## src/rtl/tc_pkg.sv

```systemverilog
package tc_pkg;

    localparam int TC_NCH   = 2;
    localparam int TC_CFG_W = 4;

    typedef enum logic [1:0] {
        TC_M13    = 2'b00,
        TC_M16    = 2'b01,
        TC_MAR8   = 2'b10,
        TC_MSPLIT = 2'b11
    } tc_mode_e;

    typedef struct packed {
        logic     gate_en;
        logic     ext_src;
        tc_mode_e mode;
    } tc_cfg_t;

    function automatic tc_cfg_t tc_cfg_unpack(input logic [TC_CFG_W-1:0] raw);
        tc_cfg_t c;
        c.gate_en = raw[3];
        c.ext_src = raw[2];
        c.mode    = tc_mode_e'(raw[1:0]);
        return c;
    endfunction

    function automatic logic tc_is_split(input tc_cfg_t c);
        return c.mode == TC_MSPLIT;
    endfunction

endpackage

```

## src/rtl/tc_pin_sync.sv

```systemverilog
module tc_pin_sync #(
    parameter int STAGES = 2
) (
    input  logic clk,
    input  logic rst,
    input  logic tick,
    input  logic pin,
    output logic level,
    output logic fall
);
    logic [STAGES-1:0] shreg;
    logic              prev_samp;

    always_ff @(posedge clk) begin
        if (rst) begin
            shreg     <= '0;
            prev_samp <= 1'b0;
        end else begin
            shreg <= {shreg[STAGES-2:0], pin};
            if (tick) prev_samp <= shreg[STAGES-1];
        end
    end

    assign level = shreg[STAGES-1];
    assign fall  = tick & prev_samp & ~shreg[STAGES-1];
endmodule

```

## src/rtl/tc_event_gen.sv

```systemverilog
module tc_event_gen
    import tc_pkg::*;
(
    input  logic    tick,
    input  logic    run,
    input  tc_cfg_t cfg,
    input  logic    gate_lvl,
    input  logic    pin_fall,
    output logic    evt
);
    logic allowed;
    logic source;

    always_comb begin
        allowed = run & (~cfg.gate_en | gate_lvl);
        source  = cfg.ext_src ? pin_fall : 1'b1;
        evt     = tick & allowed & source;
    end
endmodule

```

## src/rtl/tc_count_core.sv

```systemverilog
module tc_count_core
    import tc_pkg::*;
#(
    parameter int BYTE_W     = 8,
    parameter int PRESCALE_W = 5
) (
    input  logic              clk,
    input  logic              rst,
    input  logic              evt,
    input  logic              side_evt,
    input  logic              hold,
    input  tc_mode_e          mode,
    input  logic              lo_we,
    input  logic              hi_we,
    input  logic [BYTE_W-1:0] wdata,
    output logic [BYTE_W-1:0] lo,
    output logic [BYTE_W-1:0] hi,
    output logic              wrap_main,
    output logic              wrap_side
);
    localparam int CNT13_W = BYTE_W + PRESCALE_W;
    localparam int CNT16_W = 2 * BYTE_W;

    logic [BYTE_W-1:0]  nxt_lo, nxt_hi;
    logic [CNT13_W-1:0] cur13, inc13;
    logic [CNT16_W-1:0] inc16;
    logic               cancel;

    always_comb begin
        cur13     = {hi, lo[PRESCALE_W-1:0]};
        inc13     = cur13 + CNT13_W'(1);
        inc16     = {hi, lo} + CNT16_W'(1);
        cancel    = lo_we | hi_we;
        nxt_lo    = lo;
        nxt_hi    = hi;
        wrap_main = 1'b0;
        wrap_side = 1'b0;

        if (evt && !hold && !cancel) begin
            unique case (mode)
                TC_M13: begin
                    nxt_hi                 = inc13[CNT13_W-1:PRESCALE_W];
                    nxt_lo[PRESCALE_W-1:0] = inc13[PRESCALE_W-1:0];
                    wrap_main              = &cur13;
                end
                TC_M16: begin
                    {nxt_hi, nxt_lo} = inc16;
                    wrap_main        = &{hi, lo};
                end
                TC_MAR8: begin
                    wrap_main = &lo;
                    nxt_lo    = (&lo) ? hi : lo + BYTE_W'(1);
                end
                TC_MSPLIT: begin
                    wrap_main = &lo;
                    nxt_lo    = lo + BYTE_W'(1);
                end
                default: ;
            endcase
        end

        if (mode == TC_MSPLIT && side_evt && !hold && !cancel) begin
            nxt_hi    = hi + BYTE_W'(1);
            wrap_side = &hi;
        end

        if (lo_we) nxt_lo = wdata;
        if (hi_we) nxt_hi = wdata;
    end

    always_ff @(posedge clk) begin
        if (rst) begin
            lo <= '0;
            hi <= '0;
        end else begin
            lo <= nxt_lo;
            hi <= nxt_hi;
        end
    end
endmodule

```

## src/rtl/tc_pair.sv

```systemverilog
module tc_pair
    import tc_pkg::*;
#(
    parameter int BYTE_W      = 8,
    parameter int PRESCALE_W  = 5,
    parameter int SYNC_STAGES = 2
) (
    input  logic                           clk,
    input  logic                           rst,
    input  logic                           mc_tick,
    input  logic [TC_NCH-1:0]              ext_cnt,
    input  logic [TC_NCH-1:0]              ext_gate,
    input  logic [TC_NCH-1:0]              run,
    input  logic [TC_NCH-1:0]              lo_we,
    input  logic [TC_NCH-1:0]              hi_we,
    input  logic [BYTE_W-1:0]              wdata,
    input  logic [TC_NCH-1:0]              cfg_we,
    input  logic [TC_CFG_W-1:0]            cfg_wdata,
    input  logic [TC_NCH-1:0]              ovf_ack,
    output logic [TC_NCH-1:0][BYTE_W-1:0]  cnt_lo,
    output logic [TC_NCH-1:0][BYTE_W-1:0]  cnt_hi,
    output logic [TC_NCH-1:0]              ovf
);
    tc_cfg_t [TC_NCH-1:0] cfg_q;
    logic    [TC_NCH-1:0] gate_lvl, pin_fall, evt, side_evt, hold;
    logic    [TC_NCH-1:0] wrap_main, wrap_side, flag_set;
    logic                 split_on;

    assign split_on = tc_is_split(cfg_q[0]);

    // Split high byte of channel 0 borrows channel 1's run bit; channel 1 freezes.
    assign side_evt[0] = mc_tick & run[1] & split_on;
    assign side_evt[1] = 1'b0;
    assign hold[0]     = 1'b0;
    assign hold[1]     = split_on | tc_is_split(cfg_q[1]);

    assign flag_set[0] = wrap_main[0] | wrap_side[1];
    assign flag_set[1] = wrap_main[1] | wrap_side[0];

    for (genvar c = 0; c < TC_NCH; c++) begin : g_ch
        logic unused_lvl;
        logic unused_fall;

        always_ff @(posedge clk) begin
            if (rst)            cfg_q[c] <= '0;
            else if (cfg_we[c]) cfg_q[c] <= tc_cfg_unpack(cfg_wdata);
        end

        tc_pin_sync #(.STAGES(SYNC_STAGES)) u_cnt_sync (
            .clk(clk), .rst(rst), .tick(mc_tick), .pin(ext_cnt[c]),
            .level(unused_lvl), .fall(pin_fall[c])
        );

        tc_pin_sync #(.STAGES(SYNC_STAGES)) u_gate_sync (
            .clk(clk), .rst(rst), .tick(mc_tick), .pin(ext_gate[c]),
            .level(gate_lvl[c]), .fall(unused_fall)
        );

        tc_event_gen u_evt (
            .tick(mc_tick), .run(run[c]), .cfg(cfg_q[c]),
            .gate_lvl(gate_lvl[c]), .pin_fall(pin_fall[c]), .evt(evt[c])
        );

        tc_count_core #(.BYTE_W(BYTE_W), .PRESCALE_W(PRESCALE_W)) u_core (
            .clk(clk), .rst(rst), .evt(evt[c]), .side_evt(side_evt[c]),
            .hold(hold[c]), .mode(cfg_q[c].mode),
            .lo_we(lo_we[c]), .hi_we(hi_we[c]), .wdata(wdata),
            .lo(cnt_lo[c]), .hi(cnt_hi[c]),
            .wrap_main(wrap_main[c]), .wrap_side(wrap_side[c])
        );

        always_ff @(posedge clk) begin
            if (rst)              ovf[c] <= 1'b0;
            else if (flag_set[c]) ovf[c] <= 1'b1;
            else if (ovf_ack[c])  ovf[c] <= 1'b0;
        end
    end
endmodule

```

## config.mk

```make
export PLATFORM = sky130hd
export DESIGN_NAME = tc_pair
export DESIGN_NICKNAME = d
export VERILOG_FILES = /design/src/rtl/tc_pkg.sv /design/src/rtl/tc_pin_sync.sv /design/src/rtl/tc_event_gen.sv /design/src/rtl/tc_count_core.sv /design/src/rtl/tc_pair.sv
export SDC_FILE = /design/constraint.sdc
export NUM_CORES = 1
export LEC_CHECK = 0
export BUFFER_PORTS_ARGS = -buffer_cell sky130_fd_sc_hd__clkbuf_2
export CAP_MARGIN = 20
export CORE_ASPECT_RATIO = 0.8
export CORE_MARGIN = 2
export CORE_UTILIZATION = 45
export CTS_BUF_LIST = sky130_fd_sc_hd__clkbuf_16
export DETAILED_ROUTE_END_ITERATION = 16
export PLACE_DENSITY_LB_ADDON = 0.12
export REMOVE_ABC_BUFFERS = 1
export SLEW_MARGIN = 30
export SYNTH_ARGS = -nofsm -noshare
export SYNTH_HDL_FRONTEND = slang
export SYNTH_SLANG_ARGS = --single-unit
```

## constraint.sdc

```tcl
create_clock -name clk -period 5.4 [get_ports clk]
set_input_delay 1.08 -clock clk [delete_from_list [all_inputs] [get_ports clk]]
set_output_delay 1.08 -clock clk [all_outputs]
set_load 0.02 [all_outputs]
```

==> metrics <==
CTS buffer count 5; Slew Limit Fails 0; Worst-Skew Late Latency 0.29 ns; dominant combinational cell family by area after synthesis simple AND/OR/NAND/NOR gates; number of sinks on the clock net 52; mean cell area of the mapped netlist 8.12 µm²; Fill cells 691; final count of negative-setup-slack endpoints 0; critical path type input port to flop; data required time at the worst endpoint 5.57 ns; layout overhead on the synthesized area 16.3%; share of the synthesized area in compound gates (AO/OA/AOI/OAI) 0.258; Max Clock Skew 0.00661 ns; overall routing resource usage 0.226; reported max-cap violation count 0; outcome complete, no violations; worst stage delay on the critical path 0.48 ns; total half-perimeter wirelength after legalization and detailed placement 6.65 mm; cell with the biggest individual delay on the critical path o21ai_1; number of levels in the clock H-tree 2; clock tree root driver cell clkbuf_16; share of synthesized registers carrying an async set or reset 0; P per Cell Area 245 nW/µm²; number of synthesized register bits 52; yosys synthesis warning count 0; Setup WS pre-CTS 2.36 ns; number of global-route vias before repair 2695; cell count after synthesis 389; setup repair after global routing missed its margin no; RD Place Congestion 0.950; final non-filler cell total 532; starting DRC count in detailed routing 328; Port Buffers 62; core area 6820 µm²; Total Power 901 µW; dpl cell area 3520 µm²; Avg WL per Cell 16.7 µm; worst min-delay path class flop to flop; antenna diode count 0; Clk pwr share 0.352; quantity of gates resized following cts 0; CP endpoint kind flop; Clock Pin Slew Worst Setup and Hold Paths 0.07 ns; maximum number of pins on one net before global-route repair 52; Seq. cell area 1040 µm²; relative contribution of combinational cells to total power 0.164; buffer levels on the longest clock path 2; portion of netlist area occupied by mux cells 0.0349; area share of the largest cell type after synthesis 0.330; Slew @ Worst Pin 0.888 ns; sum of overflow across all layers after global routing 0; wirelength, routed 8.90 mm; iteration count of the initial detailed-routing pass 5; Post-layout nets 484; leading area contributor after synthesis dfxtp_1; worst-path fanout max 19; final period demand of the worst path 2.81 ns; share of cells above drive strength 1 0.178; summed negative setup slack over all endpoints 0 ns; via count 3219; number of unique standard cell types used by synthesis 63; placed insts 524; Post-Synthesis Cell Area 3160 µm²; total leakage power 1.43 nW; fraction of the mapped netlist area in adder cells 0.0436; IR drop worst, VDD 0.238 mV; prevailing post-synth register cell dfxtp_1; Die Footprint 7710 µm²; share of the clock period used by the worst path after layout 0.521; area taken by multi-input logic gates 1980 µm²; EDFF count, synth 0; number of antenna violations at the first check in global routing 0; Cell Int Power 635 µW; wire length of the first global-routing pass 14.2 mm; Data arrival, critical path 2.99 ns; summed area of non-filler cells in the final layout 3670 µm²; post-synthesis share of cell area spent on xor and xnor gates 0.0305; number of nets still failing antenna checks after routing 0; Initial Util 0.463; ordered cell list for the critical path clkbuf_2, nand4bb_1, a2111o_1, o21ai_1, nor4b_1, a311o_1; Peak Freq 356 MHz; die width 97.7 µm; worst max-slew margin expressed relative to the limit 0.403; number of setup buffers added after CTS 0; count of pins on the block boundary 63; final hold violation count 0; launching element type of the critical path input port; height of the chip 78.9 µm; post-synthesis sequential area ratio 0.330; CTS tree yes; fraction of power spent switching nets 0.296; simple-gate share of the synthesized area 0.261; largest cells by area after synthesis dfxtp_1 (33%), ha_1 (4.4%), nand2_1 (3.9%), nor2_1 (3.7%), mux2i_1 (3.5%); Post-CTS Hold Buffers 0; detailed-route DRC error count 0; fraction of power consumed by sequential logic 0.484; Worst Setup Slack, final 2.59 ns; power spent charging and discharging nets 266 µW; # rows 27; number of vias per cell after detailed routing 6.05
## placed cells by master (no fill, tap or decap), types with 7 or more instances in the layout
| cell | synthesis | routed |
|---|---|---|
| a211oi_1 | 7 | 7 |
| a21oi_1 | 19 | 19 |
| a31oi_1 | 12 | 12 |
| and3_1 | 8 | 8 |
| clkbuf_2 | 0 | 62 |
| dfxtp_1 | 52 | 52 |
| ha_1 | 11 | 11 |
| inv_1 | 18 | 18 |
| mux2i_1 | 11 | 11 |
| nand2_1 | 33 | 33 |
| nand3_1 | 17 | 17 |
| nor2_1 | 31 | 31 |
| nor2b_1 | 12 | 12 |
| nor3_1 | 13 | 13 |
| o211ai_1 | 8 | 8 |
| o21ai_0 | 16 | 16 |
## final cells by class
cell class              count  share of cell area
multi-input cells         303               0.540
flip-flops and latches     52               0.283
repair buffers             64              0.0886
clock buffers               5              0.0341
well taps                  87              0.0296
inverters                  18              0.0184
clock inverters             3             0.00647
## worst max-delay path: cells and delay by family
kind                   cells  cell delay (ns)
AO/OA/AOI/OAI              3             1.23
AND/OR/NAND/NOR            2             0.43
buffers and inverters      1             0.24
## cells by family after synthesis
logic type	count (synthesis)
simple gates	158
compound gates	112
flops	52
buf+inv	34
xor+xnor	11
mux	11
fa+ha+maj	11
## sequential cells by signal, indices dropped and copies added (netlist names)
register and count:
cfg_q 8, g_ch.u_cnt_sync.prev_samp 2, g_ch.u_cnt_sync.shreg 4, g_ch.u_core.hi 16, g_ch.u_core.lo 16, g_ch.u_gate_sync.shreg 4
ovf 2
## through the flow
step / util / hold WS, ns
6_report: 0.538 / 0.438
5_1_grt: 0.538 / 0.455
4_1_cts: 0.538 / 0.441
3_5_place_dp: 0.517 / 0.425
3_3_place_gp: 0.517 / 0.419
2_1_floorplan: - / 0.414
## power groups by stage
stage	registers [mW]	clock network, mW	logic (mW)
final	0.436	0.317	0.148
after global routing	0.440	0.343	0.163
after CTS	0.436	0.328	0.147
after detailed placement	0.445	0	0.147
after global placement	0.444	0	0.145
after floorplan	0.455	0	0.0686
## synth_stat cells (6+ instances only)
| cell | count |
|---|---|
| dfxtp_1 | 52 |
| nand2_1 | 33 |
| nor2_1 | 31 |
| a21oi_1 | 19 |
| inv_1 | 18 |
| nand3_1 | 17 |
| o21ai_0 | 16 |
| nor3_1 | 13 |
| a31oi_1 | 12 |
| nor2b_1 | 12 |
| clkbuf_1 | 11 |
| ha_1 | 11 |
| mux2i_1 | 11 |
| and3_1 | 8 |
| o211ai_1 | 8 |
| a211oi_1 | 7 |
| nand4_1 | 6 |
| or3_1 | 6 |
| xnor2_1 | 6 |
## worst paths after layout
kind | cells past startpoint | from | to | slack [ns]
worst max-delay path | 6 | hi_we[0] | g_ch[0].u_core.hi[0] | 2.59
worst min-delay path | 1 | g_ch[0].u_gate_sync.shreg[0] | g_ch[0].u_gate_sync.shreg[1] | 0.44
worst max register to register | 6 | cfg_q[0] | g_ch[0].u_core.hi[5] | 2.96
worst min register to register | 1 | g_ch[0].u_gate_sync.shreg[0] | g_ch[0].u_gate_sync.shreg[1] | 0.44
## per-layer routing
metal  part of all wire  vias up  global-route usage
li1                   -     1580                   -
met4             0.0065        0              0.0319
met5                  0        -                   0
met1               0.51     1500               0.357
met2               0.42      133               0.321
met3              0.069        6              0.0414
Power figures use the tool's default switching activity.
